<file path="src/rtl/gtmr16_pkg.sv">
package gtmr16_pkg;
   localparam int BYTE_W = 8;
   localparam int REG_AW = 2;

   typedef enum logic [REG_AW-1:0] {
      A_CNT_LO = 2'd0,
      A_CNT_HI = 2'd1,
      A_CTRL   = 2'd2,
      A_IRQ    = 2'd3
   } reg_addr_e;

   // control byte, MSB first
   typedef struct packed {
      logic       gate_inv;
      logic       gate_en;
      logic [1:0] ps;
      logic       gate_src;
      logic       async_sel;
      logic       ext_sel;
      logic       run;
   } ctrl_t;

   // interrupt nibble, MSB first
   typedef struct packed {
      logic glb_en;
      logic grp_en;
      logic per_en;
      logic flag;
   } irq_t;
endpackage

</file>
<file path="src/rtl/gtmr16_sync.sv">
module gtmr16_sync #(
   parameter int STAGES = 2,
   parameter int W      = 1
) (
   input  logic         clk,
   input  logic         rst_n,
   input  logic [W-1:0] d,
   output logic [W-1:0] q
);
   if (STAGES < 2) begin : g_bad_stages
      $error("gtmr16_sync: STAGES must be at least 2");
   end

   logic [STAGES-1:0][W-1:0] st_q;

   always_ff @(posedge clk or negedge rst_n) begin
      if (!rst_n) st_q <= '0;
      else        st_q <= {st_q[STAGES-2:0], d};
   end

   assign q = st_q[STAGES-1];
endmodule

</file>
<file path="src/rtl/gtmr16_src.sv">
module gtmr16_src #(
   parameter int SYNC_STAGES = 2,
   parameter bit ASYNC_EN    = 1'b1
) (
   input  logic clk,
   input  logic rst_n,
   input  logic tick_i,
   input  logic ext_clk_i,
   input  logic gate_pin_i,
   input  logic cmp_out_i,
   input  logic run_i,
   input  logic ext_sel_i,
   input  logic async_sel_i,
   input  logic gate_src_i,
   input  logic gate_en_i,
   input  logic gate_inv_i,
   output logic evt_o,
   output logic gate_open_o,
   output logic armed_o
);
   logic       gate_raw;
   logic [1:0] sync_q;
   logic       raw_mode;
   logic       ext_s, gate_s;
   logic       ext_d_q;
   logic       rise, fall;
   logic       armed_q;
   logic       src;

   assign gate_raw = gate_src_i ? cmp_out_i : gate_pin_i;

   gtmr16_sync #(.STAGES(SYNC_STAGES), .W(2)) u_sync (
      .clk   (clk),
      .rst_n (rst_n),
      .d     ({ext_clk_i, gate_raw}),
      .q     (sync_q)
   );

   if (ASYNC_EN) begin : g_raw
      assign raw_mode = ext_sel_i & async_sel_i;
   end else begin : g_noraw
      assign raw_mode = 1'b0;
   end

   assign ext_s  = raw_mode ? ext_clk_i : sync_q[1];
   assign gate_s = raw_mode ? gate_raw  : sync_q[0];

   always_ff @(posedge clk or negedge rst_n) begin
      if (!rst_n) ext_d_q <= 1'b0;
      else        ext_d_q <= ext_s;
   end

   assign rise = ext_s & ~ext_d_q;
   assign fall = ~ext_s & ext_d_q;

   // a falling edge must be seen before rising edges are accepted
   always_ff @(posedge clk or negedge rst_n) begin
      if (!rst_n)                      armed_q <= 1'b0;
      else if (!(run_i && ext_sel_i))  armed_q <= 1'b0;
      else if (fall)                   armed_q <= 1'b1;
   end

   assign gate_open_o = ~gate_en_i | (gate_s ^ gate_inv_i);
   assign src         = ext_sel_i ? (rise & armed_q) : tick_i;
   assign evt_o       = run_i & gate_open_o & src;
   assign armed_o     = armed_q;
endmodule

</file>
<file path="src/rtl/gtmr16_presc.sv">
module gtmr16_presc #(
   parameter int PS_W        = 2,
   parameter bit PRESCALE_EN = 1'b1,
   localparam int PRE_W      = (1 << PS_W) - 1
) (
   input  logic            clk,
   input  logic            rst_n,
   input  logic            clr_i,
   input  logic            evt_i,
   input  logic [PS_W-1:0] ps_i,
   output logic            inc_o,
   output logic [PRE_W-1:0] pre_o
);
   if (PRESCALE_EN) begin : g_div
      logic [PRE_W-1:0] pre_q;
      logic [PRE_W-1:0] last;
      logic             at_last;

      assign last    = PRE_W'((32'd1 << ps_i) - 32'd1);
      assign at_last = (pre_q == last);

      always_ff @(posedge clk or negedge rst_n) begin
         if (!rst_n)      pre_q <= '0;
         else if (clr_i)  pre_q <= '0;
         else if (evt_i)  pre_q <= at_last ? '0 : pre_q + 1'b1;
      end

      assign inc_o = evt_i & at_last & ~clr_i;
      assign pre_o = pre_q;
   end else begin : g_nodiv
      assign inc_o = evt_i & ~clr_i;
      assign pre_o = '0;
   end
endmodule

</file>
<file path="src/rtl/gtmr16_top.sv">
module gtmr16_top
   import gtmr16_pkg::*;
#(
   parameter int CNT_W       = 16,
   parameter int PS_W        = 2,
   parameter int SYNC_STAGES = 2,
   parameter bit ASYNC_EN    = 1'b1,
   parameter bit PRESCALE_EN = 1'b1,
   localparam int PRE_W      = (1 << PS_W) - 1
) (
   input  logic              clk,
   input  logic              rst_n,
   input  logic              tick_i,
   input  logic              ext_clk_i,
   input  logic              gate_pin_i,
   input  logic              cmp_out_i,
   input  logic              wr_en_i,
   input  logic [REG_AW-1:0] addr_i,
   input  logic [BYTE_W-1:0] wdata_i,
   output logic [BYTE_W-1:0] rdata_o,
   output logic              irq_o
);
   if (CNT_W != 2 * BYTE_W) begin : g_bad_width
      $error("gtmr16_top: CNT_W must span exactly two bytes");
   end
   if (PS_W != 2) begin : g_bad_ps
      $error("gtmr16_top: control map holds a 2-bit prescale field");
   end

   ctrl_t            ctrl_q;
   irq_t             irq_q;
   logic [CNT_W-1:0] count_q;
   logic             wr_lo, wr_hi, wr_ctrl, wr_irq, cnt_wr;
   logic             evt, inc, wrap, gate_open, armed;
   logic [PRE_W-1:0] pre_q;

   assign wr_lo   = wr_en_i && (reg_addr_e'(addr_i) == A_CNT_LO);
   assign wr_hi   = wr_en_i && (reg_addr_e'(addr_i) == A_CNT_HI);
   assign wr_ctrl = wr_en_i && (reg_addr_e'(addr_i) == A_CTRL);
   assign wr_irq  = wr_en_i && (reg_addr_e'(addr_i) == A_IRQ);
   assign cnt_wr  = wr_lo | wr_hi;

   gtmr16_src #(.SYNC_STAGES(SYNC_STAGES), .ASYNC_EN(ASYNC_EN)) u_src (
      .clk         (clk),
      .rst_n       (rst_n),
      .tick_i      (tick_i),
      .ext_clk_i   (ext_clk_i),
      .gate_pin_i  (gate_pin_i),
      .cmp_out_i   (cmp_out_i),
      .run_i       (ctrl_q.run),
      .ext_sel_i   (ctrl_q.ext_sel),
      .async_sel_i (ctrl_q.async_sel),
      .gate_src_i  (ctrl_q.gate_src),
      .gate_en_i   (ctrl_q.gate_en),
      .gate_inv_i  (ctrl_q.gate_inv),
      .evt_o       (evt),
      .gate_open_o (gate_open),
      .armed_o     (armed)
   );

   gtmr16_presc #(.PS_W(PS_W), .PRESCALE_EN(PRESCALE_EN)) u_presc (
      .clk   (clk),
      .rst_n (rst_n),
      .clr_i (cnt_wr),
      .evt_i (evt),
      .ps_i  (ctrl_q.ps),
      .inc_o (inc),
      .pre_o (pre_q)
   );

   assign wrap = inc & (&count_q);

   always_ff @(posedge clk or negedge rst_n) begin
      if (!rst_n) begin
         count_q <= '0;
      end else if (wr_lo) begin
         count_q[BYTE_W-1:0] <= wdata_i;
      end else if (wr_hi) begin
         count_q[CNT_W-1:BYTE_W] <= wdata_i;
      end else if (inc) begin
         count_q <= count_q + 1'b1;
      end
   end

   always_ff @(posedge clk or negedge rst_n) begin
      if (!rst_n)       ctrl_q <= '0;
      else if (wr_ctrl) ctrl_q <= ctrl_t'(wdata_i);
   end

   always_ff @(posedge clk or negedge rst_n) begin
      if (!rst_n) begin
         irq_q <= '0;
      end else begin
         if (wr_irq) irq_q <= irq_t'(wdata_i[3:0]);
         if (wrap)   irq_q.flag <= 1'b1;
      end
   end

   always_comb begin
      unique case (reg_addr_e'(addr_i))
         A_CNT_LO: rdata_o = count_q[BYTE_W-1:0];
         A_CNT_HI: rdata_o = count_q[CNT_W-1:BYTE_W];
         A_CTRL:   rdata_o = ctrl_q;
         default:  rdata_o = {{(BYTE_W-4){1'b0}}, irq_q};
      endcase
   end

   assign irq_o = irq_q.flag & irq_q.per_en & irq_q.grp_en & irq_q.glb_en;
endmodule

</file>
<file path="config.mk">
export PLATFORM = sky130hd
export DESIGN_NAME = gtmr16_top
export DESIGN_NICKNAME = d
export VERILOG_FILES = /design/src/rtl/gtmr16_pkg.sv /design/src/rtl/gtmr16_sync.sv /design/src/rtl/gtmr16_src.sv /design/src/rtl/gtmr16_presc.sv /design/src/rtl/gtmr16_top.sv
export SDC_FILE = /design/constraint.sdc
export NUM_CORES = 1
export LEC_CHECK = 0
export CAP_MARGIN = 20
export CORE_MARGIN = 5
export CORE_UTILIZATION = 40
export CTS_CLUSTER_SIZE = 14
export DETAILED_ROUTE_END_ITERATION = 7
export DONT_BUFFER_PORTS = 1
export PLACE_DENSITY = 0.52
export SETUP_SLACK_MARGIN = 0.15
export SLEW_MARGIN = 40
export SYNTH_ARGS = -nofsm -noshare
export SYNTH_HDL_FRONTEND = slang
export SYNTH_SLANG_ARGS = --single-unit
</file>
<file path="constraint.sdc">
create_clock -name clk -period 2.6 [get_ports clk]
set_input_delay 0.26 -clock clk [delete_from_list [all_inputs] [get_ports clk]]
set_output_delay 0.26 -clock clk [all_outputs]
set_load 0.02 [all_outputs]
</file>
==> results of run 1 <==
critical path: stages (launching register included):
cell	delay, ns
dfrtp_1	0.42
or4_1	0.56
a21oi_2	0.18
a31oi_2	0.15
nor3_2	0.57
and3_1	0.24
nor3_1	0.05
repair_timing:
action,in CTS,in global routing
endpoints found under the hold margin,38,0
buffers inserted,0,0
hold buffers,3,0
resized for setup,0,0
endpoints found under the setup margin,0,0
final cells by class:
type                    count  area (um2)  share of cell area
clock buffers               7       86.33             0.03551
clock inverters             1       30.03             0.01235
inverters                   5       18.77            0.007720
multi-input cells         159        1225              0.5039
flip-flops and latches     37       925.9              0.3809
well taps                  72       90.09             0.03706
repair buffers              5       55.05             0.02265
power groups by stage:
stage                     combinational, uW  clock (uW)  sequential (uW)
after detailed placement                417           0              812
final                                   434         515              802
after global placement                  413           0              809
after CTS                               437         536              801
after global routing                    483         570              818
after floorplan                         374           0              765
cells in the final DEF, fill, tap and decap left out, types with 2 or more instances in the layout:
cell,count
o21ai_0,7
mux2_2,13
mux4_2,4
o21a_1,2
and4_1,3
nand4_1,2
a21o_1,2
nand3_1,9
and3_1,7
nor4_1,2
o31ai_1,5
nand4b_1,2
inv_1,5
o221a_2,3
buf_4,2
nand2_1,18
nand3b_1,2
nor2_1,14
a21oi_1,8
a221oi_1,2
and2_1,2
a211oi_1,3
mux2i_1,11
a311oi_1,8
dlygate4sd3_1,2
clkbuf_8,6
nor3_1,4
ha_1,2
dfrtp_1,37
nand2b_1,4
nor2b_1,4
synth_stat cells, drive strengths merged (5+ instances only):
cell    instances
a21oi           9
a311oi          8
and3            7
buf             5
clkbuf          5
dfrtp          37
inv             5
mux2           13
mux2i          11
nand2          18
nand3           9
nor2           14
nor3            5
o21ai           7
o31ai           5
per-layer routing:
layer / track usage / up-vias / routed length (um)
met5: 0 / - / 0
met4: 0.05180 / 0 / 60
met3: 0.05299 / 7 / 360
met2: 0.2697 / 51 / 2747
met1: 0.2307 / 861 / 2527
li1: - / 819 / -
metrics by stage:
step / cell area (um2) / worst slack, ns / total power [uW] / hold slack, ns
2_1_floorplan: 2217 / 0.5933 / 1139 / -0.03559
3_3_place_gp: 2275 / 0.3570 / 1222 / -0.03418
3_5_place_dp: 2275 / 0.3124 / 1229 / -0.03412
4_1_cts: 2431 / 0.2949 / 1774 / 0.07535
5_1_grt: 2431 / 0.1605 / 1871 / 0.07516
6_report: 2431 / 0.3133 / 1751 / 0.08786
state kept, by name (all words and copies together) (netlist names):
name / cells
count_q: 16
u_src.ext_d_q: 1
u_src.u_sync.q: 2
u_src.armed_o: 1
u_presc.pre_o: 3
u_src.u_sync.st_q: 2
irq_q: 4
ctrl_q: 8
final timing paths:
path / to / slack (ns) / from
worst max-delay path: count_q[4]$_DFFE_PN0P_ / 0.31 / ctrl_q[4]$_DFFE_PN0P_
worst min-delay path: count_q[7]$_DFFE_PN0P_ / 0.09 / wdata_i[7]
worst max register to register: count_q[4]$_DFFE_PN0P_ / 0.31 / ctrl_q[4]$_DFFE_PN0P_
worst min register to register: u_src.u_sync.q[0]$_DFF_PN0_ / 0.35 / u_src.u_sync.st_q[0]$_DFF_PN0_
max in group asynchronous: ctrl_q[6]$_DFFE_PN0P_ / 1.97 / rst_n
min in group asynchronous: count_q[9]$_DFFE_PN0P_ / 0.43 / rst_n
cells by family after synthesis:
| group | synth area share |
|---|---|
| xor gates and xnor gates | 0.003951 |
| DFF | 0.4176 |
| muxes | 0.1563 |
| and+or+nand+nor | 0.2122 |
| adders and majority gates | 0.01128 |
| buffers and inverters | 0.02991 |
| AOI/OAI and AO/OA | 0.1687 |
==> impl_metrics.ini, run 1 <==
[run_status]
outcome = finished, final reports clean

[placed_design]
port_buffers = 0
dp_hpwl_mm = 4.148
dp_cells = 275
place_congestion = 0.8406

[cts]
htree_num_levels = 2
ctsLongestPathBuffers = 2
path_clk_slew_ns = 0.07
ctsRootBufferMaster = clkbuf_8
clk_latency_ns = 0.29
cts_sinks = 37
cts_buffers = 5
cts_tree = yes

[logic_synthesis]
syn_area_um2 = 2217
async_flop_share = 1.000
syn_inst = 211
ys_types = 48
syn_avg_cell_area_um2 = 10.51
synthTopCellsByArea = dfrtp_1 (42%), mux2_2 (6.6%), mux2i_1 (5.0%), mux4_2 (4.1%), a311oi_1 (3.2%)
yosysTopAreaCellShare = 0.4176
synth-edff-count = 0
syn-num-nets = 230
ys_ff_latch = 37
yosysTopAreaCell = dfrtp_1
ys_seq_area_frac = 0.4176
yosys_most_used_dff = dfrtp_1
synth-warning-count = 0

[job]
maxCapViolCount = 0

[timing]
clock_skew_ns = 0.006052
rsz0062_at_grt = no
tightest_slew_ns = 0.7299
fin_setup_tns_ns = 0
max_freq_ghz = 0.4373
slew_violations = 0
maxSlewHeadroom = 0.5119
min_period_ns = 2.287
post-route-period-util = 0.8795
setup_viol = 0
hold_violations = 0

[cells_and_area]
fillers = 507
drive_gt1_frac = 0.1822
layout.nets = 232
layout.core_utilization = 0.4470
syn2layout_area_growth_pct = 9.650
n_antenna_cell = 0
final_cells = 286

[power]
leakagePower_uw = 0.0009659
power.density_nw_per_um2 = 720.1
intPower_uw = 1183
sw_frac_of_total = 0.3243
p_seq_frac = 0.458
clkPwrFrac = 0.294
vdd_drop_max_mv = 0.2540
switching_power_uw = 567.8
p_comb_frac = 0.248

[routing]
viasPerCell = 6.077
drc = 0
first_pass_iters = 4
routed_wl_mm = 5.695
drt_first_iter_violations = 101
vias = 1738
avgRoutedWirePerCell_um = 19.91
ant_nets = 0

[global_routing]
grt_start_max_net_pins = 38
grt_pass1_wl_mm = 9.556
grt_overflow = 0
track_usage = 0.1725
antenna_found_initial = 0
grt_pass1_vias = 1753

[floorplan]
core-area_um2 = 5439
start_util = 0.4076
dieWidth_um = 84.45
io_pins = 26
fp.dieH_um = 84.45
dieArea_um2 = 7132
rows = 27

[hold_path]
hp-class = in2reg
whs_path_depth = 1

[critical_path]
startpoint_type = register
required_ns = 2.78
cp.arrival_ns = 2.46
critPathMaxFanout = 13
path_class = reg2reg
end_kind = register
rr_worst_depth = 6
Power figures use the tool's default switching activity.
==> inputs of run 2 (changes only) <==
- CORE_UTILIZATION: 40 -> 50
- MAX_ROUTING_LAYER: not set -> met4
- PLACE_DENSITY: 0.52 -> 0.63
- clock period: 2.6 -> 2.94 ns (I/O delays scaled with it)
==> run 2 against run 1 <==
Compared with the run above:
- wire length shrank 3.6%
- clock power shrank 30%
- global-route usage is 2.7 points higher
- critical endpoint is now count_q[13]$_DFFE_PN0P_
- critical path depth stayed put
- largest power group unchanged
- total power down 17%
- non-clock buffer count shrank 2
- utilization increased by 9.8 points
==> impl_metrics.ini, run 2 (synthesis results as in run 1) <==
[run_status]
outcome = finished, final reports clean

[critical_path]
startpoint_type = register
cp.depth = 6
path_class = reg2reg
crit_start = ctrl_q[3]$_DFFE_PN0P_
crit_path_end = count_q[13]$_DFFE_PN0P_
rr_worst_depth = 6
required_ns = 3.11
cpLargestDelayFamily = simple AND/OR/NAND/NOR gates
cp_slowest_cell = nor2_1
path_buf_inv = 0
end_kind = register
slowest_delay_ns = 0.62
worstReg2RegEnd = count_q[13]$_DFFE_PN0P_
rrSetupSlack_ns = 0.41
critPathMaxFanout = 15
cp.arrival_ns = 2.70
path_cells = mux2_2 > o2111ai_2 > nand4bb_4 > nor2_1 > a211oi_1 > a311oi_1
reg2reg_from = ctrl_q[3]$_DFFE_PN0P_

[cts]
cts_setup_buffers = 0
cts_buffers = 5
path_clk_slew_ns = 0.07
ctsRootBufferMaster = clkbuf_8
htree_num_levels = 2
ctsLongestPathBuffers = 2
cts_sinks = 37
cts_tree = yes
clk_latency_ns = 0.29

[timing]
setup_viol = 0
post-route-period-util = 0.8603
rsz0062_at_grt = no
slew_violations = 0
max_freq_ghz = 0.3954
min_period_ns = 2.529
fin_setup_tns_ns = 0
clock_skew_ns = 0.004566
tightest_slew_ns = 0.7363
hold_violations = 0
maxSlewHeadroom = 0.5075

[placed_design]
port_buffers = 0
place_congestion = 0.9235
dp_hpwl_mm = 3.872

[global_routing]
track_usage = 0.1996
grt_pass1_wl_mm = 9.108
antenna_found_initial = 0
grt_overflow = 0
grt_start_max_net_pins = 38
grt_pass1_vias = 1712

[routing]
first_pass_iters = 4
routed_wl_mm = 5.490
vias = 1767
drc = 0
ant_nets = 0
viasPerCell = 6.719
drt_first_iter_violations = 119
avgRoutedWirePerCell_um = 20.87

[power]
power_uw = 1451
clkPwrFrac = 0.250
vdd_drop_max_mv = 0.3130
power.density_nw_per_um2 = 615.4
intPower_uw = 953.5
sw_frac_of_total = 0.3430
leakagePower_uw = 0.0009422
p_comb_frac = 0.262
switching_power_uw = 497.9
p_seq_frac = 0.488

[cells_and_area]
mostFrequentLayoutCell = dfrtp_1
n_antenna_cell = 0
drive_gt1_frac = 0.1754
final_cell_mix = dfrtp_1 (37), nand2_1 (18), nor2_1 (14)
largest_reg_flops = 16
max_flop_register = count_q
top_regs = count_q x16, ctrl_q x8, irq_q x4
layout.core_utilization = 0.5454
layout.nets = 230
syn2layout_area_growth_pct = 6.377

[floorplan]
fp.dieH_um = 76.59
start_util = 0.5127
rows = 24
core-area_um2 = 4324
dieWidth_um = 76.59
io_pins = 26
dieArea_um2 = 5866

[job]
maxCapViolCount = 0

[hold_path]
hp-class = in2reg
[run 2: per-layer routing]
metal / up-vias / global-route usage / routed length [um]
li1: 808 / - / -
met1: 874 / 0.2660 / 2459
met2: 71 / 0.2937 / 2587
met3: 14 / 0.05083 / 342
met4: 0 / 0.07343 / 101
met5: - / - / 0
[run 2: final cells by class]
class	instances	area (um2)
clock buffer	7	86.33
multi-input combinational	159	1225
inverter	5	18.77
sequential	37	925.9
timing repair buffer	3	37.54
fill	377	1966
tap	52	65.06
[run 2: timing repair]
item | CTS | global route
resized for setup | 0 | 0
endpoints found under the hold margin | 37 | 0
endpoints found under the setup margin | 0 | 0
hold buffers | 2 | 0
[run 2: through the flow]
| step | setup slack (ns) | hold WS [ns] | instances | instance area [um2] |
|---|---|---|---|---|
| after floorplan | 0.9333 | -0.001591 | 211 | 2217 |
| after global placement | 0.5242 | -0.0005358 | 254 | 2242 |
| after detailed placement | 0.4411 | -0.0004702 | 254 | 2242 |
| after CTS | 0.4310 | 0.02683 | 263 | 2359 |
| after global routing | 0.2655 | 0.01617 | 263 | 2359 |
| final | 0.4108 | 0.03368 | 263 | 2359 |
[run 2: worst min path at each step]
stage          startpoint                        endpoint  slack (ns)  depth (start not counted)
3_3_place_gp        rst_n            irq_q[3]$_DFFE_PN0P_     -0.0005                          0
5_1_grt         ext_clk_i  u_src.u_sync.st_q[1]$_DFF_PN0_        0.02                          0
4_1_cts         ext_clk_i  u_src.u_sync.st_q[1]$_DFF_PN0_        0.03                          0
6_report        ext_clk_i  u_src.u_sync.st_q[1]$_DFF_PN0_        0.03                          0
2_1_floorplan       rst_n          count_q[0]$_DFFE_PN0P_      -0.002                          0
3_5_place_dp        rst_n           ctrl_q[2]$_DFFE_PN0P_     -0.0005                          0
[run 2: power by group through the flow]
| stage | registers [uW] | logic (uW) | clock network [uW] |
|---|---|---|---|
| final | 709 | 381 | 362 |
| after global routing | 724 | 419 | 396 |
| after CTS | 707 | 383 | 371 |
| after detailed placement | 718 | 365 | 0 |
| after global placement | 712 | 358 | 0 |
| after floorplan | 677 | 331 | 0 |
==> inputs of run 3 (changes only) <==
- CTS_CLUSTER_SIZE: 14 -> 8
- SLEW_MARGIN: 40 -> 20
==> results of run 3 <==
No change in the layout: final DEF, timing and power equal those of run 2.
